## config.mk

```make
export PLATFORM = sky130hd
export DESIGN_NAME = rx_timeout_irq
export DESIGN_NICKNAME = d
export VERILOG_FILES = /design/src/rtl/rxto_pkg.sv /design/src/rtl/rxto_frame_limit.sv /design/src/rtl/rxto_idle_timer.sv /design/src/rtl/rxto_irq_prio.sv /design/src/rtl/rx_timeout_irq.sv
export SDC_FILE = /design/constraint.sdc
export NUM_CORES = 1
export LEC_CHECK = 0
export ABC_AREA = 1
export CORE_ASPECT_RATIO = 1.25
export CORE_MARGIN = 3
export CORE_UTILIZATION = 50
export CTS_CLUSTER_SIZE = 14
export DETAILED_ROUTE_END_ITERATION = 7
export DONT_BUFFER_PORTS = 1
export GPL_TIMING_DRIVEN = 0
export PLACE_DENSITY = 0.7
export REMOVE_ABC_BUFFERS = 1
export SYNTH_ARGS = -nofsm -noshare
export SYNTH_HDL_FRONTEND = slang
export SYNTH_SLANG_ARGS = --single-unit
```

## constraint.sdc

```tcl
create_clock -name clk -period 3.45 [get_ports clk]
set_input_delay 0 -clock clk [delete_from_list [all_inputs] [get_ports clk]]
set_output_delay 0 -clock clk [all_outputs]
set_load 0.05 [all_outputs]
```

## src/rtl/rxto_pkg.sv

```systemverilog
package rxto_pkg;
   typedef enum logic [2:0] {
      IID_NONE    = 3'd0,
      IID_LINE    = 3'd1,
      IID_RXDATA  = 3'd2,
      IID_RXTOUT  = 3'd3,
      IID_TXEMPTY = 3'd4,
      IID_MODEM   = 3'd5,
      IID_FLOW    = 3'd6
   } iid_e;

   localparam int NUM_EN   = 5;
   localparam int EN_RX    = 0;
   localparam int EN_TX    = 1;
   localparam int EN_LINE  = 2;
   localparam int EN_MODEM = 3;
   localparam int EN_FLOW  = 4;

   // priority levels, index 0 is the most urgent
   localparam int LVL_LINE  = 0;
   localparam int LVL_RX    = 1;
   localparam int LVL_TX    = 2;
   localparam int LVL_MODEM = 3;
   localparam int LVL_FLOW  = 4;

   // longest frame in half bits: start + 8 data + parity + 2 stop
   localparam int MAX_HALF_BITS = 24;
endpackage

```

## src/rtl/rxto_frame_limit.sv

```systemverilog
module rxto_frame_limit #(
   parameter int TICKS_PER_BIT = 16,
   parameter int TOUT_CHARS    = 4,
   parameter int TMR_W         = 10
) (
   input  logic [1:0]       wlen_sel,
   input  logic             parity_en,
   input  logic             stop_long,
   output logic [TMR_W-1:0] limit
);
   localparam int HALF_TICKS = TICKS_PER_BIT / 2;

   generate
      if (TICKS_PER_BIT < 2 || (TICKS_PER_BIT % 2) != 0) begin : g_bad_ticks
         $error("TICKS_PER_BIT must be even and at least 2");
      end
      if (TOUT_CHARS < 1) begin : g_bad_chars
         $error("TOUT_CHARS must be at least 1");
      end
   endgenerate

   // frame length in half bit times, so 1.5 stop bits stays integral
   always_comb begin
      int hb;
      hb = 2 * (6 + int'(wlen_sel) + int'(parity_en));
      if (!stop_long)
         hb = hb + 2;
      else if (wlen_sel == 2'd0)
         hb = hb + 3;
      else
         hb = hb + 4;
      limit = TMR_W'(hb * HALF_TICKS * TOUT_CHARS);
   end
endmodule

```

## src/rtl/rxto_idle_timer.sv

```systemverilog
module rxto_idle_timer #(
   parameter int CNT_W = 6,
   parameter int TMR_W = 10
) (
   input  logic             clk,
   input  logic             rst_n,
   input  logic             baud_tick,
   input  logic             stop_mid,
   input  logic             rhr_rd,
   input  logic [CNT_W-1:0] fifo_cnt,
   input  logic [TMR_W-1:0] limit,
   output logic             tout
);
   logic [TMR_W-1:0] idle_cnt;
   logic             fifo_has;
   logic             restart;
   logic             hit;

   assign fifo_has = |fifo_cnt;
   assign restart  = stop_mid | rhr_rd | ~fifo_has;
   // >= keeps a shortened format from letting the count run past the end
   assign hit      = baud_tick & ~restart & ~tout & (idle_cnt >= (limit - TMR_W'(1)));

   always_ff @(posedge clk or negedge rst_n) begin
      if (!rst_n)
         idle_cnt <= '0;
      else if (restart || hit)
         idle_cnt <= '0;
      else if (baud_tick && !tout)
         idle_cnt <= idle_cnt + TMR_W'(1);
   end

   always_ff @(posedge clk or negedge rst_n) begin
      if (!rst_n)
         tout <= 1'b0;
      else if (rhr_rd)
         tout <= 1'b0;
      else if (hit)
         tout <= 1'b1;
   end

   p_no_tout_empty_r1: assert property (@(posedge clk) disable iff (!rst_n)
      $rose(tout) |-> $past(fifo_cnt != '0));

   p_restart_r2: assert property (@(posedge clk) disable iff (!rst_n)
      (stop_mid || rhr_rd) |=> (idle_cnt == '0));

   p_read_clears_r4: assert property (@(posedge clk) disable iff (!rst_n)
      rhr_rd |=> !tout);
endmodule

```

## src/rtl/rxto_irq_prio.sv

```systemverilog
module rxto_irq_prio
   import rxto_pkg::*;
#(
   parameter bit FLOW_IRQ_EN = 1'b1,
   parameter bit REG_OUT     = 1'b0
) (
   input  logic              clk,
   input  logic              rst_n,
   input  logic [NUM_EN-1:0] ien,
   input  logic              line_evt,
   input  logic              rx_ready,
   input  logic              tout,
   input  logic              tx_empty,
   input  logic              thr_wr,
   input  logic              iid_rd,
   input  logic              modem_evt,
   input  logic              flow_evt,
   output logic              irq,
   output logic [2:0]        iid
);
   localparam int NLVL = FLOW_IRQ_EN ? 5 : 4;

   logic            thre_pend;
   logic            tx_empty_q;
   logic [NLVL-1:0] pend;
   logic [2:0]      nxt_iid;
   logic            nxt_irq;

   // transmit-empty cause: armed from reset, consumed by a read or a write
   always_ff @(posedge clk or negedge rst_n) begin
      if (!rst_n) begin
         thre_pend  <= 1'b1;
         tx_empty_q <= 1'b0;
      end else begin
         tx_empty_q <= tx_empty;
         if (thr_wr || (iid_rd && iid == IID_TXEMPTY))
            thre_pend <= 1'b0;
         else if (tx_empty && !tx_empty_q)
            thre_pend <= 1'b1;
      end
   end

   assign pend[LVL_LINE]  = ien[EN_LINE]  & line_evt;
   assign pend[LVL_RX]    = ien[EN_RX]    & (rx_ready | tout);
   assign pend[LVL_TX]    = ien[EN_TX]    & tx_empty & thre_pend;
   assign pend[LVL_MODEM] = ien[EN_MODEM] & modem_evt;

   generate
      if (FLOW_IRQ_EN) begin : g_flow
         assign pend[LVL_FLOW] = ien[EN_FLOW] & flow_evt;
      end else begin : g_noflow
         logic unused_flow;
         assign unused_flow = ien[EN_FLOW] ^ flow_evt;
      end
   endgenerate

   always_comb begin
      int sel;
      sel = -1;
      for (int i = NLVL - 1; i >= 0; i--) begin
         if (pend[i]) sel = i;
      end
      case (sel)
         LVL_LINE:  nxt_iid = IID_LINE;
         LVL_RX:    nxt_iid = tout ? IID_RXTOUT : IID_RXDATA;
         LVL_TX:    nxt_iid = IID_TXEMPTY;
         LVL_MODEM: nxt_iid = IID_MODEM;
         LVL_FLOW:  nxt_iid = IID_FLOW;
         default:   nxt_iid = IID_NONE;
      endcase
      nxt_irq = |pend;
   end

   generate
      if (REG_OUT) begin : g_reg
         always_ff @(posedge clk or negedge rst_n) begin
            if (!rst_n) begin
               iid <= IID_NONE;
               irq <= 1'b0;
            end else begin
               iid <= nxt_iid;
               irq <= nxt_irq;
            end
         end
      end else begin : g_comb
         assign iid = nxt_iid;
         assign irq = nxt_irq;
      end
   endgenerate

   p_irq_has_cause_r7: assert property (@(posedge clk) disable iff (!rst_n)
      irq |-> (iid != IID_NONE));

   p_thr_wr_clears_r9: assert property (@(posedge clk) disable iff (!rst_n)
      thr_wr |=> !thre_pend);
endmodule

```

## src/rtl/rx_timeout_irq.sv

```systemverilog
module rx_timeout_irq
   import rxto_pkg::*;
#(
   parameter int FIFO_DEPTH    = 32,
   parameter int TICKS_PER_BIT = 16,
   parameter int TOUT_CHARS    = 4,
   parameter bit FLOW_IRQ_EN   = 1'b1,
   parameter bit REG_OUT       = 1'b0,
   localparam int CNT_W        = $clog2(FIFO_DEPTH + 1)
) (
   input  logic             clk,
   input  logic             rst_n,
   input  logic             baud_tick,
   input  logic [1:0]       wlen_sel,
   input  logic             parity_en,
   input  logic             stop_long,
   input  logic             stop_mid,
   input  logic             rhr_rd,
   input  logic [CNT_W-1:0] fifo_cnt,
   input  logic [CNT_W-1:0] rx_trig,
   input  logic [4:0]       ien,
   input  logic             tx_empty,
   input  logic             thr_wr,
   input  logic             iid_rd,
   input  logic             line_evt,
   input  logic             modem_evt,
   input  logic             flow_evt,
   output logic             tout,
   output logic             irq,
   output logic [2:0]       iid
);
   localparam int MAX_LIMIT = TOUT_CHARS * (TICKS_PER_BIT / 2) * MAX_HALF_BITS;
   localparam int TMR_W     = $clog2(MAX_LIMIT + 1);

   generate
      if (FIFO_DEPTH < 1) begin : g_bad_depth
         $error("FIFO_DEPTH must be at least 1");
      end
   endgenerate

   logic [TMR_W-1:0] limit;
   logic             rx_ready;

   assign rx_ready = (fifo_cnt != '0) && (fifo_cnt >= rx_trig);

   rxto_frame_limit #(
      .TICKS_PER_BIT(TICKS_PER_BIT),
      .TOUT_CHARS   (TOUT_CHARS),
      .TMR_W        (TMR_W)
   ) u_limit (
      .wlen_sel (wlen_sel),
      .parity_en(parity_en),
      .stop_long(stop_long),
      .limit    (limit)
   );

   rxto_idle_timer #(
      .CNT_W(CNT_W),
      .TMR_W(TMR_W)
   ) u_timer (
      .clk      (clk),
      .rst_n    (rst_n),
      .baud_tick(baud_tick),
      .stop_mid (stop_mid),
      .rhr_rd   (rhr_rd),
      .fifo_cnt (fifo_cnt),
      .limit    (limit),
      .tout     (tout)
   );

   rxto_irq_prio #(
      .FLOW_IRQ_EN(FLOW_IRQ_EN),
      .REG_OUT    (REG_OUT)
   ) u_prio (
      .clk      (clk),
      .rst_n    (rst_n),
      .ien      (ien),
      .line_evt (line_evt),
      .rx_ready (rx_ready),
      .tout     (tout),
      .tx_empty (tx_empty),
      .thr_wr   (thr_wr),
      .iid_rd   (iid_rd),
      .modem_evt(modem_evt),
      .flow_evt (flow_evt),
      .irq      (irq),
      .iid      (iid)
   );
endmodule

```

### After elaboration in Yosys (flattened, before gate mapping)

Cells that the tools add are included.

| cells by class | value |
|---|---|
| $add $sub $neg | 7 |
| multiply operators | 0 |
| div/mod/pow operators | 0 |
| magnitude comparators | 2 |
| equality and inequality tests | 5 |
| shifts and indexed selects | 0 |
| muxes and demuxes | 15 |
| bitwise logic cells | 15 |
| reductions and logical operators | 16 |

Operator list:

| cell | number |
|---|---|
| $mux W32 | 5 |
| $eq A32 B2 Y1 const B | 2 |
| $eq A32 B1 Y1 const B | 1 |
| $eq A32 B3 Y1 const B | 1 |
| $logic_not A32 Y1 | 1 |
| $mux W10 | 2 |
| $pmux W3 S5 | 1 |
| $add A10 B1 Y10 const B | 1 |
| $add A5 B3 Y5 const B | 2 |
| $ge A10 B10 Y1 | 1 |
| $mux W5 | 2 |
| $sub A10 B1 Y10 const B | 1 |
| $and A1 B1 Y1 | 9 |
| $ge A6 B6 Y1 | 1 |
| $reduce_bool A2 Y1 | 3 |
| $reduce_bool A6 Y1 | 1 |
| $reduce_or A6 Y1 | 1 |
| $add A5 B4 Y5 const B | 1 |
| $mux W1 | 5 |
| $reduce_or A5 Y1 | 1 |
| $add A3 B2 Y4 const A | 1 |
| $add A4 B2 Y4 | 1 |
| $logic_and A1 B1 Y1 | 4 |
| $eq A3 B3 Y1 const B | 1 |
| other kinds (5) | 11 |

| storage, ports and cells | value |
|---|---|
| flip-flop bits (word level) | 13 |
| latch bits | 0 |
| RAM bits | 0 |
| memory bits (read-only) | 0 |
| input bits | 32 |
| output and inout bits | 5 |
| memories | 0 |

### Longest topological paths before layout

Gate-level depths: netlist of the first run.

| logic depth | value |
|---|---|
| depth after elaboration | 12 |
| mapped depth | 22 |
| gate-level depth less buffers | 22 |

### Cells and area by module

From an unflattened synthesis of the first run, not the netlist that was laid out.

| unflattened totals | value |
|---|---|
| cell total of the unflattened synthesis | 277 |
| area total of the unflattened synthesis | 1737.9 µm² |

Modules (own cells, without submodules):

| module | instances | cells an instance | area an instance (µm²) | seq. area each (µm²) |
|---|---|---|---|---|
| rxto_idle_timer | 1 | 178 | 1163.6 | 275.3 |
| rx_timeout_irq | 1 | 34 | 196.4 | 0.0 |
| rxto_irq_prio | 1 | 33 | 192.7 | 51.3 |
| rxto_frame_limit | 1 | 32 | 185.2 | 0.0 |

### Least setup slack after synthesis of the first run

OpenSTA, ideal clock, no wires.

| timing | value |
|---|---|
| path type | input to register |
| start | input wlen_sel[0] |
| end | register u_timer.idle_cnt[7] |
| arrival | 2.386 ns |
| path slack | 0.947 ns |
| cell stages on the path | 21 |
| path buffers | 0 |
| cell sequence | ha_1 > inv_1 > ha_1 > inv_1 > ha_1 > inv_1 > o21ai_1 > inv_1 > nand2_1 > or2_4 > xnor2_2 > ha_1 > nand2_1 > nor2_1 > nand3_1 > nand3_1 > nand2_1 > nand2_1 > nor2_1 > nand2_1 > nand2_1 |

| between the ends | value |
|---|---|
| word-level cells in the longest chain between the ends | 10 |
| elaborated cells between the ends (all ways) | 14 |
| classes of those cells | 6 x add/sub; 1 x order compare; 3 x mux; 1 x bitwise; 3 x reduce/logical |

RTL lines:

| item | line | RTL |
|---|---|---|
| start, declared | rx_timeout_irq.sv:14 | `input logic [1:0] wlen_sel,` |
| $add A3 B2 Y4 | rxto_frame_limit.sv:25 | `hb = 2 * (6 + int'(wlen_sel) + int'(parity_en));` |
| $add A4 B2 Y4 | rxto_frame_limit.sv:25 |  |
| $add A5 B4 Y5 / $add A5 B3 Y5 (equally long branches) | rxto_frame_limit.sv:31, rxto_frame_limit.sv:29 |  |
| $mux W5 | rxto_frame_limit.sv:28 | `else if (wlen_sel == 2'd0)` |
| $mux W5 (*) | rxto_frame_limit.sv:26 | `if (!stop_long)` |
| $sub A10 B1 Y10 (*) | rxto_idle_timer.sv:22 | `assign hit = baud_tick & ~restart & ~tout & (idle_cnt >= (limit - TMR_W'(1)));` |
| $ge A10 B10 Y1 (*) | rxto_idle_timer.sv:22 |  |
| $and A1 B1 Y1 (*) | rxto_idle_timer.sv:22 |  |
| $logic_or A1 B1 Y1 (*) | rxto_idle_timer.sv:27 | `else if (restart \|\| hit)` |
| $mux W10 / $reduce_bool A2 Y1 (equally long branches) | n/a |  |
| end signal, assigned | rxto_idle_timer.sv:30 | `idle_cnt <= idle_cnt + TMR_W'(1);` |
| end, declared | rxto_idle_timer.sv:14 | `logic [TMR_W-1:0] idle_cnt;` |

Every way passes the cells marked *; elsewhere a longest branch is shown, timed or not.
A chain may end at the register's enable or synchronous reset.

### Worst setup path in the final report of the first run

Same ends and word-level chain as after synthesis.

==> reports/metrics.csv, run 1 <==
stage,metric,value,unit
outcome,status,finished clean,
final_layout,Synth-to-Final Area Change,8.98,%
critical_path,Crit Path Category,input pin to flop,
cts,clock buffer depth,2,
logic_synthesis,Synth area leaders,"dfrtp_1, ha_1, nand2_1, inv_1, nor2_1",
floorplan,Starting Density,52.9,%
place,HPWL after DPL,2070,um
sta,setup TNS,0,ps
floorplan,die area,0.00327,mm2
logic_synthesis,register area share after synthesis,24.9,%
route,DRT iter0 DRCs,15,
worst_hold_path,worst min path class,input pin to flop,
sta,Final min period,2470,ps
cts,CTS root buf,clkbuf_4,
route,DR DRC count,0,
global_route,largest net degree at the start of global routing,14,
final_layout,"commonest non-fill, non-tap cell in the layout",nand2_1,
sta,Slew @ Worst Pin,571,ps
global_route,first-pass GRT wire length,4530,um
route,total length of routed wires,2470,um
route,vias per std cell,5.12,
logic_synthesis,top cell type's share of synthesized area,22.9,%
critical_path,reg2reg path depth,7,
logic_synthesis,syn_area_per_cell,6.68,um2
floorplan,Die Width,51.8,um
cts,# H-tree levels,1,
route,Antenna Nets Post-Route,0,
route,wire per inst,10.4,um
critical_path,Crit Path Max Fanout,8,
cts,worst skew pair latency,290,ps
sta,Final Skew,10.8,ps
critical_path,CP Cell Sequence,"ha_1, inv_1, ha_1, inv_1, ha_1, inv_1, o21ai_1, inv_1, nand2_1, or2_4, xnor2_2, ha_1, nand2_1, nor2_1, nand3_1, nand3_1, nand2_1, nand2_1, nor2_1, nand2_1, nand2_1",
sta,Max Clk Rate,405,MHz
critical_path,crit path DAT,2650,ps
place,PortBufs,0,
sta,max-slew violation count,0,
sta,Fin. Hold Viols,0,
logic_synthesis,distinct cell type count after synthesis,25,
sta,Max-Slew Margin vs Limit,61.8,%
floorplan,Core Region,0.00248,mm2
place,Worst Setup Slack post-DPL,639,ps
logic_synthesis,Post-Syn Area,0.00131,mm2
global_route,initial antenna violation count,0,
cts,CTS buffer count,3,
global_route,Overflow after GRT,0,
critical_path,Startpoint Class,input pin,
cts,clk slew on worst S/H paths,90,ps
logic_synthesis,warnings from Yosys,0,
route,Pre-antenna DRT Iters,4,
flow_run,MaxCap Viol Count,0,
place,RePlAce Congestion,0.820,
sta,crit share post-route,71.5,%
cts,clock tree from TritonCTS,yes,
final_layout,n_diodes,0,
critical_path,crit-path max cell delay,300,ps
floorplan,io pins,37,
floorplan,Vert. Die Dim,63.2,um
global_route,vias in the first global route,1176,
cts,Post CTS Setup Buffer Count,0,
final_layout,share of cells above drive strength 1,5.85,%
route,vias,1218,
critical_path,slowest CP cell,ha_1,
global_route,All-Layer GR Usage,17.4,%
critical_path,Worst EP required,3640,ps
logic_synthesis,post-synthesis register bit count,13,
sta,Setup Viol. Count Final,0,
critical_path,CP Capture Type,flop,
final_layout,nets@finish,255,
pwr,peak supply drop,190,uV
logic_synthesis,Syn Inst Count,196,
pwr,Cell Pwr Density,282,mW/mm2
logic_synthesis,cell taking the most area after synthesis,dfrtp_1,
sta,unrepaired setup endpoints after global routing,false,
sta,Final Worst Setup Slack,984,ps
critical_path,CP dominant cell by count,nand2_1,
final_layout,most frequent cells in the layout,"nand2_1, inv_1, nor2_1",
worst_hold_path,Hold Path Stages,3,
pwr,Leak Pwr,0.000819,uW
floorplan,Rows,20,
cts,clock sink count,13,
final_layout,fillers,247,
cells in the mapped netlist (all sizes together):
cell	number
o21ai	7
a21oi	6
nand3	11
nor3	3
nor2	24
a31oi	2
dfstp	1
nand2	57
o21bai	1
dfrtp	12
nand4	3
o311ai	1
xnor2	5
or2	1
inv	38
o21a	1
xor2	6
ha	17
routing by layer:
layer / GRT usage, % / share of wire (%) / vias to the layer above
met2: 31.1 / 49 / 36
met5: 0 / 0 / -
met3: 2.36 / 5.4 / 5
met4: 4.92 / 1.5 / 0
li1: - / - / 629
met1: 21.1 / 44 / 548
flip-flops by register name, indices dropped and copies added, names as in the netlist:
signal             count
u_timer.idle_cnt      10
u_prio.tx_empty_q      1
u_timer.tout           1
u_prio.thre_pend       1
where the power goes:
group	switching [uW]	total (uW)	internal, uW
logic	85.4	136	50.8
registers	9.14	170	161
clock network	52.4	97.3	44.9
repair_timing:
action                                 CTS  global route
hold buffers                             5             0
gates resized for setup                  0             0
endpoints found under the hold margin   16             0
logic make-up (layout without fill, tap and decap cells):
logic type | after synthesis | count (layout) | share of synthesized area (%)
AND/OR/NAND/NOR | 99 | 99 | 32.0
buffers and inverters | 38 | 47 | 10.9
AO/OA/AOI/OAI | 18 | 18 | 8.02
adder cells (fa/ha/maj) | 17 | 17 | 16.2
flip-flops | 13 | 13 | 24.9
XOR/XNOR | 11 | 11 | 7.93
critical path: cells and delay by family:
family | cells | cell delay, ps
compound gates | 1 | 100
xor+xnor | 1 | 130
fa+ha+maj | 4 | 980
buf+inv | 4 | 220
simple gates | 11 | 1220
metrics by stage:
step	hold WS (ps)	area (um2)	std cells	utilization, %	total power (uW)
final	34.0	1430	238	57.6	403
after global placement	-295	1350	229	54.5	297
after floorplan	-296	1310	196	-	282
after CTS	39.1	1430	238	57.6	407
after global routing	57.9	1430	238	57.6	436
after detailed placement	-295	1350	229	54.5	303
layout make-up:
cell class,instances,area (um2),share of cell area (%)
Multi-Input combinational cell,145,841,58.9
Tap cell,33,41.3,2.89
Inverter,38,143,9.99
Sequential cell,13,327,22.9
Clock buffer,4,26.3,1.84
Timing Repair Buffer,5,50.0,3.51
final timing paths:
path	slack, ps	end	from
max in group asynchronous	2920	u_prio.thre_pend	rst_n
worst max register to register	1560	u_prio.thre_pend	u_timer.tout
worst min register to register	550	u_timer.idle_cnt[9]	u_timer.idle_cnt[9]
worst max-delay path	980	u_timer.idle_cnt[7]	wlen_sel[0]
min in group asynchronous	140	u_timer.idle_cnt[6]	rst_n
worst min-delay path	30	u_timer.idle_cnt[0]	baud_tick
No activity file was read; power rests on OpenSTA's default activity.
==> run 2, diff against run 1 <==
--- a/config.mk
+++ b/config.mk
@@ -13,7 +13,7 @@
 export DETAILED_ROUTE_END_ITERATION = 7
 export DONT_BUFFER_PORTS = 1
 export GPL_TIMING_DRIVEN = 0
-export PLACE_DENSITY = 0.7
+export PLACE_DENSITY = 0.73
 export REMOVE_ABC_BUFFERS = 1
 export SYNTH_ARGS = -nofsm -noshare
 export SYNTH_HDL_FRONTEND = slang
==> constraint.sdc (replaced) <==
create_clock -name clk -period 2.2 [get_ports clk]
set_input_delay 0 -clock clk [delete_from_list [all_inputs] [get_ports clk]]
set_output_delay 0 -clock clk [all_outputs]
set_load 0.05 [all_outputs]
==> reports/metrics.csv, run 2 (same netlist as run 1, synthesis figures left out) <==
stage,metric,value,unit
floorplan,Die Width,51.8,um
critical_path,Worst EP required,2420,ps
global_route,initial antenna violation count,0,
critical_path,Startpoint Class,input pin,
critical_path,CP Capture Type,flop,
sta,Final min period,2150,ps
sta,max-slew violation count,0,
final_layout,Largest register FFs,10,
cts,clock tree from TritonCTS,yes,
worst_hold_path,WHS Endpoint,u_timer.idle_cnt[1],
global_route,first-pass GRT wire length,4730,um
route,vias,1240,
global_route,largest net degree at the start of global routing,14,
floorplan,die area,0.00327,mm2
pwr,Tot Pwr,684,uW
place,PortBufs,0,
route,wire per inst,11.7,um
route,vias per std cell,5.10,
final_layout,largest reg by FF count,u_timer.idle_cnt,
sta,Max Clk Rate,465,MHz
place,RePlAce Congestion,0.851,
cts,clock buffer depth,2,
sta,Fin. Hold Viols,0,
worst_hold_path,min-delay src,baud_tick,
worst_hold_path,Hold Path Stages,3,
place,"Cell Area, Placed",0.00135,mm2
route,total length of routed wires,2830,um
final_layout,Util after Layout,64.4,%
final_layout,most frequent cells in the layout,"nand2_1, inv_1, nor2_1",
sta,Max-Slew Margin vs Limit,59.4,%
pwr,peak supply drop,313,uV
outcome,status,finished clean,
sta,Setup Viol. Count Final,0,
route,DRT iter0 DRCs,18,
final_layout,share of cells above drive strength 1,16.7,%
final_layout,n_diodes,0,
floorplan,Rows,20,
critical_path,reg2reg path depth,7,
cts,worst skew pair latency,270,ps
place,Placed Cells incl. Taps,229,
critical_path,crit path DAT,2370,ps
route,Pre-antenna DRT Iters,4,
cts,clock sink count,13,
final_layout,fin area,0.00160,mm2
final_layout,nets@finish,260,
cts,# H-tree levels,1,
global_route,Overflow after GRT,0,
sta,Final Worst Setup Slack,49.1,ps
cts,clk slew on worst S/H paths,90,ps
place,HPWL after DPL,2140,um
critical_path,reg-to-reg startpoint,u_timer.tout,
route,DR DRC count,0,
worst_hold_path,worst min path class,input pin to flop,
final_layout,"non-filler cells, final",243,
global_route,vias in the first global route,1261,
floorplan,Vert. Die Dim,63.2,um
sta,Slew @ Worst Pin,607,ps
final_layout,"commonest non-fill, non-tap cell in the layout",nand2_1,
critical_path,FF-to-FF setup slack,270,ps
final_layout,Synth-to-Final Area Change,21.9,%
sta,Final Skew,9.27,ps
critical_path,reg-to-reg endpoint,u_prio.thre_pend,
floorplan,io pins,37,
pwr,Cell Pwr Density,429,mW/mm2
sta,crit share post-route,97.8,%
final_layout,fillers,223,
critical_path,Crit Path Max Fanout,8,
sta,unrepaired setup endpoints after global routing,true,
critical_path,Crit Path Category,input pin to flop,
critical_path,crit path launch,wlen_sel[0],
cts,CTS buffer count,3,
floorplan,Core Region,0.00248,mm2
cts,CTS root buf,clkbuf_4,
global_route,All-Layer GR Usage,18.1,%
flow_run,MaxCap Viol Count,0,
pwr,Leak Pwr,0.000875,uW
place,Worst Setup Slack post-DPL,-617,ps
floorplan,Starting Density,52.9,%
route,Antenna Nets Post-Route,0,
==> run 2: final cells by class <==
class | instances | area (um2) | area share [%]
inverter | 38 | 150 | 9.40
sequential | 13 | 327 | 20.5
clock buffer | 4 | 26.3 | 1.65
tap | 33 | 41.3 | 2.59
multi-input combinational | 145 | 965 | 60.4
timing repair buffer | 10 | 87.6 | 5.49
==> run 2: stage by stage <==
step,hold slack [ps],TNS [ps]
2_1_floorplan,-296,-2380
3_3_place_gp,-295,-4930
3_5_place_dp,-295,-5540
4_1_cts,63.2,0
5_1_grt,80.2,-214
6_report,66.1,0
==> run 2: worst max path at each step <==
stage	to	slack [ps]	cells after the start
floorplan	u_timer.idle_cnt[7]	-300	21
global placement	u_timer.idle_cnt[7]	-560	21
detailed placement	u_timer.idle_cnt[7]	-620	21
CTS	u_timer.idle_cnt[7]	8	20
global route	u_timer.idle_cnt[7]	-60	20
finish	u_timer.idle_cnt[9]	50	20
==> run 2: metal layers <==
layer,track usage (%),wire length [um]
met1,18.4,1160
met2,35.8,1540
met3,2.84,121
met4,5.25,9
met5,0,0
==> run 2: worst max-delay path: stages <==
cell and delay [ps]:
ha_4 130, inv_4 40, ha_4 270, inv_4 30, ha_4 210, inv_4 50, o21ai_4 40, inv_1 60
nand2_1 60, or2_4 240, xnor2_2 130, ha_1 300, a21oi_1 150, o21a_1 140, nand3_2 90, nand2_4 110
nand2_8 90, nor2_4 100, nand2_1 50, nand2_1 60
==> run 2: power breakdown <==
part,internal [uW],switching [uW]
Sequential,252,14.3
Clock,70.1,78.0
Combinational,109,161
Total,431,253
==> run 2: timing repair <==
item | in CTS | in global routing
hold endpoints to repair | 16 | 0
setup endpoints to repair | 11 | 11
pin swaps | 13 | 14
setup buffers | 2 | 3
gates resized for setup | 16 | 15
hold buffers | 5 | 0
==> run 3, diff against run 2 <==
--- a/config.mk
+++ b/config.mk
@@ -14,7 +14,6 @@
 export DONT_BUFFER_PORTS = 1
 export GPL_TIMING_DRIVEN = 0
 export PLACE_DENSITY = 0.73
-export REMOVE_ABC_BUFFERS = 1
 export SYNTH_ARGS = -nofsm -noshare
 export SYNTH_HDL_FRONTEND = slang
 export SYNTH_SLANG_ARGS = --single-unit
==> reports/metrics.csv, run 3 (same netlist as run 1, synthesis figures left out) <==
stage,metric,value,unit
outcome,status,finished clean,
final_layout,"commonest non-fill, non-tap cell in the layout",nand2_1,
critical_path,slowest CP cell,or2_4,
route,total length of routed wires,2710,um
sta,Setup Viol. Count Final,0,
route,vias,1222,
sta,Max Clk Rate,467,MHz
final_layout,Largest register FFs,10,
sta,Final min period,2140,ps
floorplan,Rows,20,
worst_hold_path,worst min path class,input pin to flop,
floorplan,io pins,37,
floorplan,Starting Density,52.9,%
route,DR DRC count,0,
floorplan,Vert. Die Dim,63.2,um
critical_path,CP Cell Sequence,"ha_4, inv_4, ha_4, inv_2, ha_4, xnor2_1, o21ai_0, or2_4, xnor2_4, ha_4, nand2_4, nor2_4, nand3_2, nand3_2, nand2_4, buf_6, a21oi_2, a21oi_1",
sta,Fin. Hold Viols,0,
final_layout,n_diodes,0,
sta,Slew @ Worst Pin,588,ps
global_route,Overflow after GRT,0,
route,DRT iter0 DRCs,27,
pwr,Cell Pwr Density,431,mW/mm2
final_layout,fillers,221,
cts,clock sink count,13,
route,wire per inst,11.3,um
critical_path,Crit Path Max Fanout,3,
cts,clock tree from TritonCTS,yes,
final_layout,most frequent cells in the layout,"nand2_1, inv_1, nor2_1",
logic_synthesis,synthesized net count,245,
critical_path,Crit Path Category,input pin to flop,
final_layout,"non-filler cells, final",241,
cts,CTS buffer count,3,
floorplan,Die Width,51.8,um
cts,worst skew pair latency,270,ps
flow_run,MaxCap Viol Count,0,
route,vias per std cell,5.07,
final_layout,share of cells above drive strength 1,16.3,%
sta,unrepaired setup endpoints after global routing,true,
cts,clock buffer depth,2,
global_route,vias in the first global route,1199,
critical_path,Startpoint Class,input pin,
critical_path,Worst EP required,2350,ps
critical_path,crit-path max cell delay,300,ps
place,RePlAce Congestion,0.820,
place,HPWL after DPL,2180,um
final_layout,Synth-to-Final Area Change,21.5,%
global_route,largest net degree at the start of global routing,14,
final_layout,largest reg by FF count,u_timer.idle_cnt,
sta,Max-Slew Margin vs Limit,60.6,%
route,Pre-antenna DRT Iters,4,
place,PortBufs,0,
critical_path,crit path DAT,2290,ps
sta,Final Skew,0.856,ps
global_route,initial antenna violation count,0,
cts,CTS root buf,clkbuf_4,
pwr,Leak Pwr,0.000866,uW
critical_path,CP Capture Type,flop,
critical_path,CP dominant cell by count,ha_4,
route,Antenna Nets Post-Route,0,
pwr,peak supply drop,277,uV
floorplan,Core Region,0.00248,mm2
sta,crit share post-route,97.3,%
final_layout,nets@finish,258,
global_route,All-Layer GR Usage,17.6,%
cts,clk slew on worst S/H paths,80,ps
place,Placed Cells incl. Taps,229,
sta,max-slew violation count,0,
cts,# H-tree levels,1,
sta,Hold WS,62.2,ps
global_route,first-pass GRT wire length,4610,um
floorplan,die area,0.00327,mm2
run 3: cell count changes in the layout (fill, tap and decap cells not counted), moves of 2 or more:
cell and change:
nor2_2 +2, inv_2 +2, nor2_4 -2, a21oi_2 +2
inv_4 -2, xnor2_2 -2, a21oi_1 -2, buf_6 +2
o21ai_0 +2, buf_4 -4
run 3: final timing paths:
path / startpoint / to / slack (ps) / cells after the start
worst min register to register: u_timer.idle_cnt[0] / u_timer.idle_cnt[0] / 560 / 1
min in group asynchronous: rst_n / u_timer.idle_cnt[3] / 170 / 1
worst min-delay path: baud_tick / u_timer.idle_cnt[0] / 60 / 3
worst max-delay path: wlen_sel[0] / u_timer.idle_cnt[0] / 60 / 18
worst max register to register: u_timer.tout / u_prio.thre_pend / 350 / 7
max in group asynchronous: rst_n / u_timer.idle_cnt[7] / 1650 / 1
run 3: layout make-up:
cell class	count	area, um2	share of cell area (%)
Tap cell	33	41.3	2.59
Timing Repair Buffer	8	80.1	5.03
Sequential cell	13	327	20.5
Multi-Input combinational cell	145	972	61.1
Clock buffer	4	26.3	1.65
Inverter	38	145	9.12
run 3: routing by layer:
metal  up-vias  share of wire [%]  global-route usage, %  wire length, um
met1       548                 43                   19.7             1160
li1        633                  -                      -                -
met4         0               0.37                   3.28               10
met2        39                 51                   33.8             1390
met5         -                  0                      0                0
met3         2                5.8                   3.07              157
run 3: worst max-delay path: cells and delay by family:
kind,cells,cell delay (ps)
buf+inv,3,220
simple gates,6,720
xor+xnor,2,280
compound gates,3,260
fa+ha+maj,4,820
run 3: repair_timing:
item                                    CTS  global route
gates resized for setup                   0            16
hold buffers                              5             0
setup buffers                             0             3
hold endpoints to repair                 16             0
endpoints found under the setup margin    0             9
run 3: power breakdown:
part,leakage (uW),internal [uW],total [uW],switching (uW)
combinational,0.000677,111,271,160
sequential,0.000174,252,268,16.0
clock,0.0000150,70.1,147,77.0
run 3: per-stage QoR:
step | setup TNS (ps) | total power [uW] | instance area (um2) | setup WS [ps] | utilization (%)
finish | 0 | 686 | 1590 | 60.1 | 64.2
detailed placement | -2020 | 493 | 1410 | -278 | 56.9
global route | -97.7 | 740 | 1590 | -39.5 | 64.2
floorplan | -208 | 459 | 1370 | -85.5 | -
global placement | -1620 | 481 | 1410 | -240 | 56.9
CTS | 0 | 654 | 1490 | 18.6 | 60.0
